<file path="src/rtl/mulcs_pkg.sv">
`timescale 1ns/1ps
// Package: shared control encoding for the carry-save shift-add multiplier.
// Assumes a single sequencer walks the phases in declaration order.
package mulcs_pkg;
    typedef enum logic [2:0] {
        ST_IDLE,
        ST_PP,
        ST_RED,
        ST_ADD,
        ST_DONE
    } mul_state_t;
endpackage

</file>
<file path="src/rtl/mulcs_ppgen.sv">
`timescale 1ns/1ps
// Module: partial-product row store.
// Writes row idx with the shifted multiplicand only when the multiplier bit
// is 1; zero bits leave the row untouched (cleared at operation start).
// Assumes clr and wr are never high together.
module mulcs_ppgen #(
    parameter int W  = 8,
    parameter int IW = 3
) (
    input  logic                    clk,
    input  logic                    rst_n,
    input  logic                    clr,
    input  logic                    wr,
    input  logic [IW-1:0]           idx,
    input  logic                    mbit,
    input  logic [W-1:0]            mcand,
    output logic [W-1:0][2*W-1:0]   rows
);
    localparam int W2 = 2 * W;

    // Row storage: clear on new operation, write only for set multiplier bits.
    always_ff @(posedge clk) begin
        if (!rst_n || clr) begin
            rows <= '0;
        end else if (wr && mbit) begin
            rows[idx] <= {{W{1'b0}}, mcand} << idx;
        end
    end

    AST_ZERO_ROW_SKIP: assert property (@(posedge clk) disable iff (!rst_n)
        (wr && !mbit) |=> (rows[$past(idx)] == {W2{1'b0}}));
endmodule

</file>
<file path="src/rtl/mulcs_csa.sv">
`timescale 1ns/1ps
// Module: one row of independent 3:2 carry-save cells.
// No carry ripples between cells; the carry word is the per-bit majority
// shifted left by one, the top carry being dropped (product fits in N bits).
module mulcs_csa #(
    parameter int N = 16
) (
    input  logic [N-1:0] x,
    input  logic [N-1:0] y,
    input  logic [N-1:0] z,
    output logic [N-1:0] s,
    output logic [N-1:0] c
);
    for (genvar i = 0; i < N; i++) begin : g_cell
        // Sum bit of cell i.
        assign s[i] = x[i] ^ y[i] ^ z[i];
        if (i == 0) begin : g_lsb
            assign c[0] = 1'b0;
        end else begin : g_up
            // Carry of cell i-1 lands one position higher.
            assign c[i] = (x[i-1] & y[i-1]) | (x[i-1] & z[i-1]) | (y[i-1] & z[i-1]);
        end
    end
endmodule

</file>
<file path="src/rtl/mulcs_serial_add.sv">
`timescale 1ns/1ps
// Module: bit-serial final adder, LSB first.
// Exact position: two cycles (sum bit, then carry move).
// Approximate position (approx=1 and position < K): one cycle, sum bit is
// the inverse of the exact carry-out. Assumes x and y are stable while run.
module mulcs_serial_add #(
    parameter int W2 = 16,
    parameter int K  = 0
) (
    input  logic          clk,
    input  logic          rst_n,
    input  logic          init,
    input  logic          run,
    input  logic          approx,
    input  logic [W2-1:0] x,
    input  logic [W2-1:0] y,
    output logic [W2-1:0] result,
    output logic          last
);
    localparam int PW = (W2 > 1) ? $clog2(W2) : 1;
    localparam logic [PW-1:0] LAST_POS = PW'(W2 - 1);
    localparam logic [PW:0]   K_LIM    = (PW+1)'(K);

    logic [PW-1:0] pos;
    logic          cy;
    logic          half;
    logic          xa, ya, cout, ap_bit;

    // Per-position carry-out and mode decision.
    always_comb begin
        xa     = x[pos];
        ya     = y[pos];
        cout   = (xa & ya) | (xa & cy) | (ya & cy);
        ap_bit = approx && ({1'b0, pos} < K_LIM);
    end

    assign last = run && (pos == LAST_POS) && (ap_bit || half);

    // Serial step: position pointer, carry and result bits.
    always_ff @(posedge clk) begin
        if (!rst_n) begin
            pos    <= '0;
            cy     <= 1'b0;
            half   <= 1'b0;
            result <= '0;
        end else if (init) begin
            pos  <= '0;
            cy   <= 1'b0;
            half <= 1'b0;
        end else if (run) begin
            if (ap_bit) begin
                result[pos] <= ~cout;
                cy          <= cout;
                pos         <= pos + 1'b1;
            end else if (!half) begin
                result[pos] <= xa ^ ya ^ cy;
                half        <= 1'b1;
            end else begin
                cy   <= cout;
                half <= 1'b0;
                pos  <= pos + 1'b1;
            end
        end
    end

    AST_EXACT_TWO_STEP: assert property (@(posedge clk) disable iff (!rst_n)
        (run && !init && !ap_bit && !half) |=> (half && $stable(pos)));
    AST_APPROX_INV: assert property (@(posedge clk) disable iff (!rst_n)
        (run && !init && ap_bit) |=> (result[$past(pos)] == ~cy));
endmodule

</file>
<file path="src/rtl/csa_shift_mult.sv">
`timescale 1ns/1ps
// Module: top of the sequential carry-save shift-add multiplier.
// Sequencer: capture operands, W cycles of row generation, W-2 cycles of
// 3:2 folding, then a serial final add; done pulses one cycle at the end.
// Assumes W >= 3 and K <= 2*W.
module csa_shift_mult
    import mulcs_pkg::*;
#(
    parameter int W     = 8,
    parameter int K     = 6,
    parameter int CNT_W = 16
) (
    input  logic               clk,
    input  logic               rst_n,
    input  logic               start,
    input  logic               mode_approx,
    input  logic [W-1:0]       op_a,
    input  logic [W-1:0]       op_b,
    output logic [2*W-1:0]     product,
    output logic               done,
    output logic               busy,
    output logic [CNT_W-1:0]   cycles
);
    localparam int W2 = 2 * W;
    localparam int IW = $clog2(W);
    localparam logic [IW-1:0] LAST_ROW  = IW'(W - 1);
    localparam logic [IW-1:0] FIRST_RED = IW'(2);

    mul_state_t           state;
    logic [W-1:0]         a_q, b_q;
    logic                 approx_q;
    logic [IW-1:0]        idx;
    logic [W-1:0][W2-1:0] rows;
    logic [W2-1:0]        s_q, c_q;
    logic [W2-1:0]        x_op, y_op, z_op, csa_s, csa_c;
    logic                 accept, add_last;

    assign accept = (state == ST_IDLE) && start;
    assign done   = (state == ST_DONE);
    assign busy   = (state != ST_IDLE);

    mulcs_ppgen #(.W(W), .IW(IW)) u_pp (
        .clk   (clk),
        .rst_n (rst_n),
        .clr   (accept),
        .wr    (state == ST_PP),
        .idx   (idx),
        .mbit  (b_q[idx]),
        .mcand (a_q),
        .rows  (rows)
    );

    // Operand selection for the 3:2 row: first step reads rows 0 and 1.
    always_comb begin
        x_op = (idx == FIRST_RED) ? rows[0] : s_q;
        y_op = (idx == FIRST_RED) ? rows[1] : c_q;
        z_op = rows[idx];
    end

    mulcs_csa #(.N(W2)) u_csa (
        .x (x_op),
        .y (y_op),
        .z (z_op),
        .s (csa_s),
        .c (csa_c)
    );

    mulcs_serial_add #(.W2(W2), .K(K)) u_add (
        .clk    (clk),
        .rst_n  (rst_n),
        .init   (accept),
        .run    (state == ST_ADD),
        .approx (approx_q),
        .x      (s_q),
        .y      (c_q),
        .result (product),
        .last   (add_last)
    );

    // Phase sequencer, operand capture and reduction registers.
    always_ff @(posedge clk) begin
        if (!rst_n) begin
            state    <= ST_IDLE;
            a_q      <= '0;
            b_q      <= '0;
            approx_q <= 1'b0;
            idx      <= '0;
            s_q      <= '0;
            c_q      <= '0;
        end else begin
            case (state)
                ST_IDLE: if (start) begin
                    a_q      <= op_a;
                    b_q      <= op_b;
                    approx_q <= mode_approx;
                    idx      <= '0;
                    state    <= ST_PP;
                end
                ST_PP: begin
                    if (idx == LAST_ROW) begin
                        idx   <= FIRST_RED;
                        state <= ST_RED;
                    end else begin
                        idx <= idx + 1'b1;
                    end
                end
                ST_RED: begin
                    s_q <= csa_s;
                    c_q <= csa_c;
                    if (idx == LAST_ROW) state <= ST_ADD;
                    else                 idx   <= idx + 1'b1;
                end
                ST_ADD:  if (add_last) state <= ST_DONE;
                default: state <= ST_IDLE;
            endcase
        end
    end

    // Latency counter: restarts on acceptance, counts working cycles.
    always_ff @(posedge clk) begin
        if (!rst_n || accept) begin
            cycles <= '0;
        end else if (state == ST_PP || state == ST_RED || state == ST_ADD) begin
            cycles <= cycles + 1'b1;
        end
    end

    AST_DONE_PULSE: assert property (@(posedge clk) disable iff (!rst_n)
        done |=> !done);
    AST_BUSY_UNTIL_DONE: assert property (@(posedge clk) disable iff (!rst_n)
        (busy && !done) |=> busy);
    AST_DONE_RELEASE: assert property (@(posedge clk) disable iff (!rst_n)
        done |=> !busy);
    AST_IDLE_HOLD: assert property (@(posedge clk) disable iff (!rst_n)
        (!busy && !start) |=> ($stable(product) && $stable(cycles)));
    AST_CSA_CONSERVE: assert property (@(posedge clk) disable iff (!rst_n)
        (state == ST_RED) |-> (W2'(csa_s + csa_c) == W2'(x_op + y_op + z_op)));
endmodule

</file>
<file path="config.mk">
export PLATFORM = sky130hd
export DESIGN_NAME = csa_shift_mult
export DESIGN_NICKNAME = d
export VERILOG_FILES = /design/src/rtl/mulcs_pkg.sv /design/src/rtl/mulcs_ppgen.sv /design/src/rtl/mulcs_csa.sv /design/src/rtl/mulcs_serial_add.sv /design/src/rtl/csa_shift_mult.sv
export SDC_FILE = /design/constraint.sdc
export NUM_CORES = 1
export LEC_CHECK = 0
export ABC_AREA = 1
export CORE_ASPECT_RATIO = 1.5
export CORE_MARGIN = 3
export CORE_UTILIZATION = 30
export DETAILED_ROUTE_END_ITERATION = 8
export SLEW_MARGIN = 20
export SYNTH_ARGS = -nofsm -noshare
export SYNTH_HDL_FRONTEND = slang
export SYNTH_SLANG_ARGS = --single-unit
</file>
<file path="constraint.sdc">
create_clock -name clk -period 2.7 [get_ports clk]
set_input_delay 0.405 -clock clk [delete_from_list [all_inputs] [get_ports clk]]
set_output_delay 0.405 -clock clk [all_outputs]
set_load 0.01 [all_outputs]
</file>
* Yosys cells after proc, flatten, opt, wreduce, memory -nomap -nowiden
Cells that the tools add are included.
** Operators by class
- Reduce and logical (&&, ||, !) cells :: 23
- Bitwise logic cells :: 118
- Shift operators :: 1
- Equal/unequal tests :: 13
- Magnitude comparators :: 5
- $add $sub $neg :: 3
- Muxes and demuxes :: 33
** Operators by type and width (count)
- 128-bit bitwise mux :: 1
- 16-bit two-way mux :: 6
- 1-bit AND :: 48
- 16-bit binary-select mux with 3-bit select :: 1
- 16-bit demux with 3-bit select :: 1
- 1-bit XOR :: 34
- 16-bit bitwise mux :: 2
- 1-bit bitwise OR :: 32
- 3-bit two-way mux :: 7
- 16-bit by 1-bit adder with 16-bit output (second input constant) :: 1
- 8-bit by 3-bit left shift with 16-bit output :: 1
- 2-bit inequality test (second input constant) :: 6
- 3-bit case mux with 4 select lines :: 1
- 3-bit by 2-bit == test with 1-bit output (second input constant) :: 3
- 3-bit case mux with 3 select lines :: 1
- 1-bit binary-select mux with 4-bit select :: 2
- 4-bit two-way mux :: 2
- 1-bit logical AND :: 7
- 1-bit two-way mux :: 7
- 3-bit == test (second input constant) :: 2
- 2-bit AND reduction :: 3
- 3-bit AND reduction :: 2
- 3-bit nonzero test :: 2
- 4-bit by 5-bit < comparator with 1-bit output (second input constant) :: 1
- 17 further kinds :: 23
** Word-level totals
- Register bits after elaboration :: 220
- Output and inout bits :: 34
- Input port bits :: 20
- Logic and storage cells :: 216

* Depth between registers and ports, before layout
Gate-level depths: netlist of the first run.
- Word-level depth :: 8
- Depth in mapped cells :: 13
- Depth with buffers taken out :: 11

* Modules after synthesis
A second synthesis of the first run with hierarchy kept.
** Unflattened totals
- Cell total of the unflattened synthesis :: 1646
- Area total of the unflattened synthesis :: 11220.8 um2
** By module, submodules not included
- mulcs_ppgen :: seq. area each 2402.3 um2, times used 1, cells an instance 612, area an instance 4648.2 um2
- csa_shift_mult :: seq. area each 1421.4 um2, times used 1, cells an instance 706, area an instance 4485.6 um2
- mulcs_serial_add :: seq. area each 440.4 um2, times used 1, cells an instance 302, area an instance 1740.4 um2
- mulcs_csa :: seq. area each 0.0 um2, times used 1, cells an instance 26, area an instance 346.6 um2

* Worst setup path before layout of the first run
No wires, ideal clock.
- Kind :: register to register
- Start :: register u_add.pos[1]
- End :: register u_add.result[11]
- Arrival time :: 2.484 ns
- Slack :: 0.146 ns
- Setup time :: 0.070 ns
- Buffers on the path :: 2
- Required time :: 2.630 ns
- Period minus slack after synthesis :: 2.554 ns
- Cell stages (with the launch flop) :: 13
- Cells stage by stage :: dfxtp_1 -> clkbuf_1 -> clkinv_1 -> o21ai_0 -> o22ai_1 -> nand2_1 -> nand4_1 -> fa_1 -> clkbuf_1 -> nand2_1 -> o21ai_1 -> o21ai_0 -> a21oi_1
** Between the ends
- Cells in the longest elaborated chain, start to end :: 8
- Elaborated cells on any way between the ends :: 25
- Those cells by class :: order compare: 3; eq/ne: 1; mux: 10; bitwise: 8; reduce/logical: 3
** RTL lines
- start: declaration :: line mulcs_serial_add.sv:24 : logic [PW-1:0] pos;
- start signal: assignment :: line mulcs_serial_add.sv:54 : pos <= pos + 1'b1;
- start signal: assignment :: line mulcs_serial_add.sv:61 : pos <= pos + 1'b1;
- branches (longest 8 deep; another with 4-bit by 5-bit < comparator with 1-bit output)
- end signal: indexed assignment :: line mulcs_serial_add.sv:52 : result[pos] <= ~cout;
- end signal: indexed assignment :: line mulcs_serial_add.sv:56 : result[pos] <= xa ^ ya ^ cy;
- end: declaration :: line mulcs_serial_add.sv:17 : output logic [W2-1:0] result,
Several ways; the timed one is not identified. The select of a mux whose other input is x is not followed.
A chain may end at the register's enable or synchronous reset.

* Final worst setup path of the first run
- Start :: register idx[1]
- End :: register s_q[5]
** Between the ends
- Cells in the longest elaborated chain, start to end :: 4
- Elaborated cells on any way between the ends :: 7
- Those cells by class :: eq/ne: 1; mux: 4; bitwise: 2
** RTL lines
- start: declaration :: line csa_shift_mult.sv:32 : logic [IW-1:0] idx;
- start signal: assignment :: line csa_shift_mult.sv:104 : idx <= idx + 1'b1;
- start signal: assignment :: line csa_shift_mult.sv:111 : else idx <= idx + 1'b1;
- 3-bit by 2-bit == test with 1-bit output :: line csa_shift_mult.sv:55, csa_shift_mult.sv:56
- 16-bit two-way mux, on equally long branches :: line csa_shift_mult.sv:55, csa_shift_mult.sv:56
- 1-bit XOR :: line mulcs_csa.sv:16 : assign s[i] = x[i] ^ y[i] ^ z[i];
- 1-bit XOR * :: line mulcs_csa.sv:16
- net csa_s[5] :: line csa_shift_mult.sv:35 : logic [W2-1:0] x_op, y_op, z_op, csa_s, csa_c;
- end signal: assignment :: line csa_shift_mult.sv:108 : s_q <= csa_s;
- end: declaration :: line csa_shift_mult.sv:34 : logic [W2-1:0] s_q, c_q;
The timed path passes the listed nets; every way through them passes the cells marked *. The select of a mux whose other input is x is not followed.

==> metrics.md, run 1 <==
| Metric | Value |
|---|---|
| Status | complete, no violations |
| Clock slew at reported path FFs | 0.06 ns |
| Initial cell density of the core | ~31% |
| Postcts setup bufs | 0 |
| Final Critical Period | ~2.5 ns |
| Placeable Area | roughly 33000 sq um |
| Final core occ | between 30% and 40% |
| Max cap viols | 0 |
| Mapped cell area | 10090 sq um |
| Leakage power | 4.992 nW |
| Combinational Power Share | 33.1% |
| Min-Delay Path Class | reg -> reg |
| Total power | 10.19 mW |
| Sw Share | about two fifths |
| Startpoint Class | flop |
| Die area | 35930 sq um |
| DP HPWL | 21.02 mm |
| Worst Setup EP | s_q[5] |
| Crit. Startpoint | idx[1] |
| Number of DRC markers in iteration 0 | 410 |
| Routed Wire Length | 28.50 mm |
| Post-synthesis sequential area ratio | 42.05% |
| WHS | approximately 0.44 ns |
| CP Data Arrival Time | 2.86 ns |
| # resized after CTS | 0 |
| RSZ-0062 raised after global routing | false |
| Syn nets | between 1500 and 2000 |
| Total global routing overflow | 0 |
| Slew of the pin with the lowest slew margin | 0.9659 ns |
| Max Slew Vio Count | 0 |
| Clk_lat worst skew | 0.52 ns |
| Fin worst setup slack | approximately 0.24 ns |
| Final setup fails | 0 |
| Finished Cell Area | 11820 sq um |
| Placed Area | 11100 sq um |
| Vias in the first global route | 8884 |
| Tcrit/Tclk final | 91.13% |
| CTS hold repair buffers | 0 |
| Int Power | 6.237 mW |
| Final #Nets | 1545 |
| Worst-path fanout max | 7 |
| Setup TNS | 0 ns |
| Largest net degree at the start of global routing | 65 |
| Vias per inst | 4.769 |
| Fin. Hold Viols | 0 |
| Peak supply drop | roughly 0.00049 V |
| CTS sink count | 212 |
| Io pins | 54 |
| Num CTS Buffers | 22 |
| Cell count after synthesis | 1458 |
| Switch Pwr | slightly below 4 mW |
| Initial antenna violation count | 0 |
| Clock Tree Buf Depth | 3 |
| Slew HR | 35.21% |
| First-pass GRT wire length | roughly 47 mm |
| R2R depth | 10 |
| Die width | 155.8 um |
| Root Buffer | clkbuf_16 |
| Netlist cell types | 40 |
| First-pass DRT Iterations | 5 |
| Overall Global Routing Usage | 15.90% |
| CP Capture Type | flop |
| Clock power frac | 30.1% |
| Syn. warnings | 0 |
| Ant. Diodes | 0 |
| Floorplan row count | around 80 |
| FF-to-FF End | s_q[5] |
| Average wire per cell in the routed design | 14.77 um |
| Final std cells w/o fill | 1929 |
| DR vias | 9200 |
| Skew final | 0.009335 ns |
| Reg2reg start | idx[1] |
| Fmax | 0.4064 GHz |
| Post-synthesis sequential element count | 212 |
| FF-to-FF setup slack | between 0.2 and 0.25 ns |
| Layout cells sized above 1 | 6.671% |
| # DRC | 0 |
| I/O Buffers | 53 |
| Seq pwr share | between 30 and 40% |
| RD Place Congestion | ~0.88 |
| Dpl cells | 1892 |
| Die Y | 230.7 um |
| Kind of critical path | reg -> reg |
| CTS tree | built |
| Critical Path RT | 3.10 ns |
| Layout area overhead | 17.14% |
| Setup WS pre-CTS | 0.2576 ns |
| Fillers | 3459 |
| Routed Antenna Nets | 0 |
| H-Tree Depth | 1 |
| Syn_area_per_cell | 6.923 sq um |
| Pwr/cell area | around 860 nW/um^2 |
-- flip-flops by register name, summed over array words and instances (netlist names) --
| name | cells |
|---|---|
| u_add.half | 1 |
| u_add.result | 16 |
| cycles | 16 |
| s_q | 16 |
| b_q | 8 |
| approx_q | 1 |
| u_add.pos | 4 |
| state | 3 |
| c_q | 15 |
| idx | 3 |
| a_q | 8 |
| u_pp.rows | 120 |
| u_add.cy | 1 |
-- cells in the mapped netlist, drive strengths merged --
cell type  number  area, sq um
nor4            1        6.260
ha              8        100.1
dfxtp         212         4244
nand4          26        162.7
a211oi          1        7.510
nor3b           2        15.01
clkbuf         28        105.1
o21a            3        22.52
o32ai           1        8.760
buf            42        242.7
mux2i           1        10.01
o21ai         122        610.6
or2             1        6.260
fa             16        320.3
nor2          251        964.7
inv           199        747.0
a22oi           8        60.06
o2111ai         1        8.760
o22ai          47        294.0
xnor2           1        8.760
nand3          57        335.3
o211ai          4        30.03
a31oi           1        6.260
nand2         298         1134
clkinv          7        26.28
nor3           53        265.3
o21bai          2        15.01
a21oi          65        336.6
-- cell usage in the layout (no fill, tap or decap), drive strengths merged --
cell and count:
nand2 298, nor2 251, dfxtp 212, inv 199
o21ai 122, a21oi 65, nand3 57, nor3 53
clkdlybuf4s50 52, o22ai 47, buf 37, clkbuf 31
nand4 26, fa 16, clkinv 11, a22oi 8
ha 8, o211ai 4, o21a 3, nor3b 2
o21bai 2, o32ai 1, o2111ai 1, mux2i 1
or2 1, a211oi 1, a31oi 1, nor4 1
xnor2 1, bufinv 1, clkinvlp 1
-- metal layers --
metal | track usage, % | wire, um
met1 | 17.81 | 11320
met2 | 30.12 | 15040
met3 | 1.575 | 957
met4 | 6.738 | 1183
met5 | 0 | 0
-- cell families after synthesis --
logic type                 synth area share (%)
AOI/OAI and AO/OA                         13.87
DFF                                       42.05
muxes                                   0.09917
buffers and inverters                     11.11
xor gates and xnor gates                0.08679
adders and majority gates                 4.165
and+or+nand+nor                           28.62
-- worst min path at each step --
stage | slack (ns) | cells past startpoint | endpoint | from
detailed placement | 0.43 | 2 | u_pp.rows[62] | u_pp.rows[62]
global placement | 0.43 | 2 | u_pp.rows[99] | u_pp.rows[99]
global route | 0.46 | 2 | u_pp.rows[45] | u_pp.rows[45]
CTS | 0.44 | 2 | u_pp.rows[62] | u_pp.rows[62]
floorplan | 0.42 | 2 | u_pp.rows[46] | u_pp.rows[46]
finish | 0.44 | 2 | u_pp.rows[62] | u_pp.rows[62]
-- area by class of cell --
class	instances	area (sq um)	share of cell area, %
Clock buffer	31	665.6	5.630
Clock inverter	6	57.56	0.4868
Inverter	206	773.2	6.540
Multi-Input combinational cell	970	4731	40.01
Sequential cell	212	4244	35.89
Tap cell	415	519.2	4.392
Timing Repair Buffer	89	833.3	7.048
-- critical path, cell delays in order, from the launching register on --
cell and delay [ns]:
dfxtp_1 0.50, inv_2 0.09, nor2_4 0.15, nand2_1 0.28, buf_4 0.27, o22ai_1 0.11
nor2_1 0.07, o211ai_1 0.16, fa_1 0.47, o21ai_0 0.18, nor2_1 0.06
-- power by group through the flow --
stage | logic, mW | registers, mW | clock network [mW]
finish | 3.37 | 3.75 | 3.07
detailed placement | 3.39 | 3.82 | 0
global route | 3.81 | 3.79 | 3.24
floorplan | 2.40 | 3.70 | 0
global placement | 3.35 | 3.81 | 0
CTS | 3.39 | 3.75 | 3.14
Power figures use the tool's default switching activity.
==> inputs of run 2 (changes only) <==
--- a/config.mk
+++ b/config.mk
@@ -6,7 +6,7 @@
 export NUM_CORES = 1
 export LEC_CHECK = 0
 export ABC_AREA = 1
-export CORE_ASPECT_RATIO = 1.5
+export CORE_ASPECT_RATIO = 1.1
 export CORE_MARGIN = 3
 export CORE_UTILIZATION = 30
 export DETAILED_ROUTE_END_ITERATION = 8
==> constraint.sdc (replaced) <==
create_clock -name clk -period 2.05 [get_ports clk]
set_input_delay 0.3075 -clock clk [delete_from_list [all_inputs] [get_ports clk]]
set_output_delay 0.3075 -clock clk [all_outputs]
set_load 0.01 [all_outputs]
==> run 2 against run 1 <==
Net effect: the run now ends with negative setup slack left; sequential share of layout area decreased by 4.2 points; sequential cell count stayed put; worst setup slack worse by 0.29 ns; register-to-register slack got worse by 0.29 ns; highest routed layer unchanged.
==> metrics.md, run 2 (synthesized netlist as in run 1, its figures left out) <==
| Metric | Value |
|---|---|
| CP most frequent cell | nor2_1 |
| Die area | 35880 sq um |
| CTS sink count | approximately 210 |
| Worst-path fanout max | 11 |
| Overall Global Routing Usage | 15.81% |
| Final #Nets | 1638 |
| Slew of the pin with the lowest slew margin | 0.8479 ns |
| Clock Tree Buf Depth | 3 |
| Status | finished with violations |
| Largest net degree at the start of global routing | 49 |
| Clk_lat worst skew | 0.52 ns |
| DR vias | roughly 9800 |
| Final core occ | 41.10% |
| Die Y | 198.4 um |
| Buffers & Inverters on Critical Path | 2 |
| CP peak stage delay | 0.45 ns |
| Layout cells sized above 1 | between 10% and 20% |
| CP top delay family | compound AO/OA/AOI/OAI gates |
| Initial antenna violation count | 0 |
| Final Critical Period | 2.105 ns |
| Slew HR | approximately 43% |
| Tcrit/Tclk final | 102.7% |
| Max reg flops | 120 |
| Leading cell type in the layout, fill and taps excluded | nand2_1 |
| RD Place Congestion | 0.8726 |
| Kind of critical path | reg -> reg |
| H-Tree Depth | 1 |
| Die width | ~180 um |
| # DRC | 0 |
| RSZ-0062 raised after global routing | true |
| Number of DRC markers in iteration 0 | between 500 and 600 |
| Sw Share | around two fifths |
| Routed Wire Length | 30.75 mm |
| Total global routing overflow | 0 |
| Max cap viols | 0 |
| Placeable Area | 32720 sq um |
| Peak supply drop | 0.0006326 V |
| Leakage power | about 5.6 nW |
| Fmax | 0.4751 GHz |
| Root Buffer | clkbuf_16 |
| First-pass DRT Iterations | 5 |
| Seq pwr share | 31.5% |
| Ant. Diodes | 0 |
| WHS | 0.1821 ns |
| First-pass GRT wire length | between 40 and 50 mm |
| Average wire per cell in the routed design | 15.11 um |
| Most frequent cells in the layout | nand2_1, nor2_1, dfxtp_1, inv_1, buf_4 |
| I/O Buffers | 53 |
| Combinational Power Share | between 40 and 50% |
| Num CTS Buffers | 24 |
| Vias in the first global route | 9151 |
| Critical Path RT | 2.46 ns |
| CTS tree | built |
| Layout area overhead | 33.22% |
| Max Slew Vio Count | 0 |
| Int Power | ~9.7 mW |
| FF/Latch Area | 4263 sq um |
| Crit path cell chain | buf_6, nor2_4, nand2_2, buf_12, o22ai_1, nor2_1, o211ai_1, fa_1, o21ai_1, nor2_1 |
| Failing checks | negative setup slack |
| Switch Pwr | 6.097 mW |
| Slowest stage cell, crit path | fa_1 |
| Startpoint Class | flop |
| Final setup fails | 20 |
| Footprint of the multi-input gates | 5316 sq um |
| Io pins | 54 |
| Routed Antenna Nets | 0 |
| CTS hold repair buffers | 0 |
| Vias per inst | 4.815 |
| Skew final | 0.01070 ns |
| CP Data Arrival Time | 2.51 ns |
| Pwr/cell area | 1171 nW/um^2 |
| Reg with most FFs | u_pp.rows |
| Clock power frac | between 20 and 30% |
| Clock slew at reported path FFs | roughly 0.06 ns |
| Floorplan row count | 69 |
| Min-Delay Path Class | in -> reg |
| Initial cell density of the core | between 30% and 40% |
| DP HPWL | roughly 21 mm |
| Setup TNS | -0.4065 ns |
| Fin. Hold Viols | 0 |
| Fillers | about 3300 |
| Setup WS pre-CTS | -0.1645 ns |
| Fin worst setup slack | -0.05464 ns |
| CP Capture Type | flop |
## run 2: area by class of cell
class	instances	share of cell area, %
inverter	206	5.964
tap	426	3.964
clock inverter	3	0.4839
clock buffer	38	5.462
multi-input combinational	973	39.54
sequential	212	31.70
timing repair buffer	177	12.89
## run 2: tightest hold or removal path, stage by stage
cell and delay (ns):
buf_2 0.20, o21ai_0 0.11, a21oi_1 0.04
## run 2: layer usage
metal / track usage, % / wire, um / vias up
met5: 0 / 0 / -
met2: 29.03 / 15430 / 230
met1: 19.32 / 12960 / 4592
met4: 4.805 / 871 / 0
li1: - / - / 4919
met3: 2.067 / 1496 / 57
## run 2: through the flow
stage | power [mW] | std cells | instance area [sq um]
2_1_floorplan | 8.187 | 1458 | 10180
3_3_place_gp | 10.12 | 1970 | 11760
3_5_place_dp | 10.20 | 1970 | 11760
4_1_cts | 14.83 | 2014 | 12750
5_1_grt | 16.60 | 2035 | 13450
6_report | 15.75 | 2035 | 13450
## run 2: final timing paths
kind            startpoint            end  slack, ns  cells after the start
max                 idx[2]         s_q[5]      -0.05                     10
min                  rst_n         b_q[7]       0.18                      3
max reg2reg         idx[2]         s_q[5]      -0.05                     10
min reg2reg  u_pp.rows[97]  u_pp.rows[97]       0.44                      2
## run 2: power groups by stage
| stage | Clock [mW] | Combinational (mW) | Sequential, mW |
|---|---|---|---|
| 2_1_floorplan | 0 | 3.31 | 4.87 |
| 3_3_place_gp | 0 | 5.14 | 4.98 |
| 3_5_place_dp | 0 | 5.21 | 4.99 |
| 4_1_cts | 4.50 | 5.40 | 4.93 |
| 5_1_grt | 4.62 | 6.97 | 5.02 |
| 6_report | 4.39 | 6.39 | 4.96 |
## run 2: timing repair
action | in CTS | in global routing
setup endpoints to repair | 62 | 52
pin swaps | 21 | 45
buffers inserted | 2 | 13
gates cloned | 1 | 8
gates resized for setup | 64 | 107
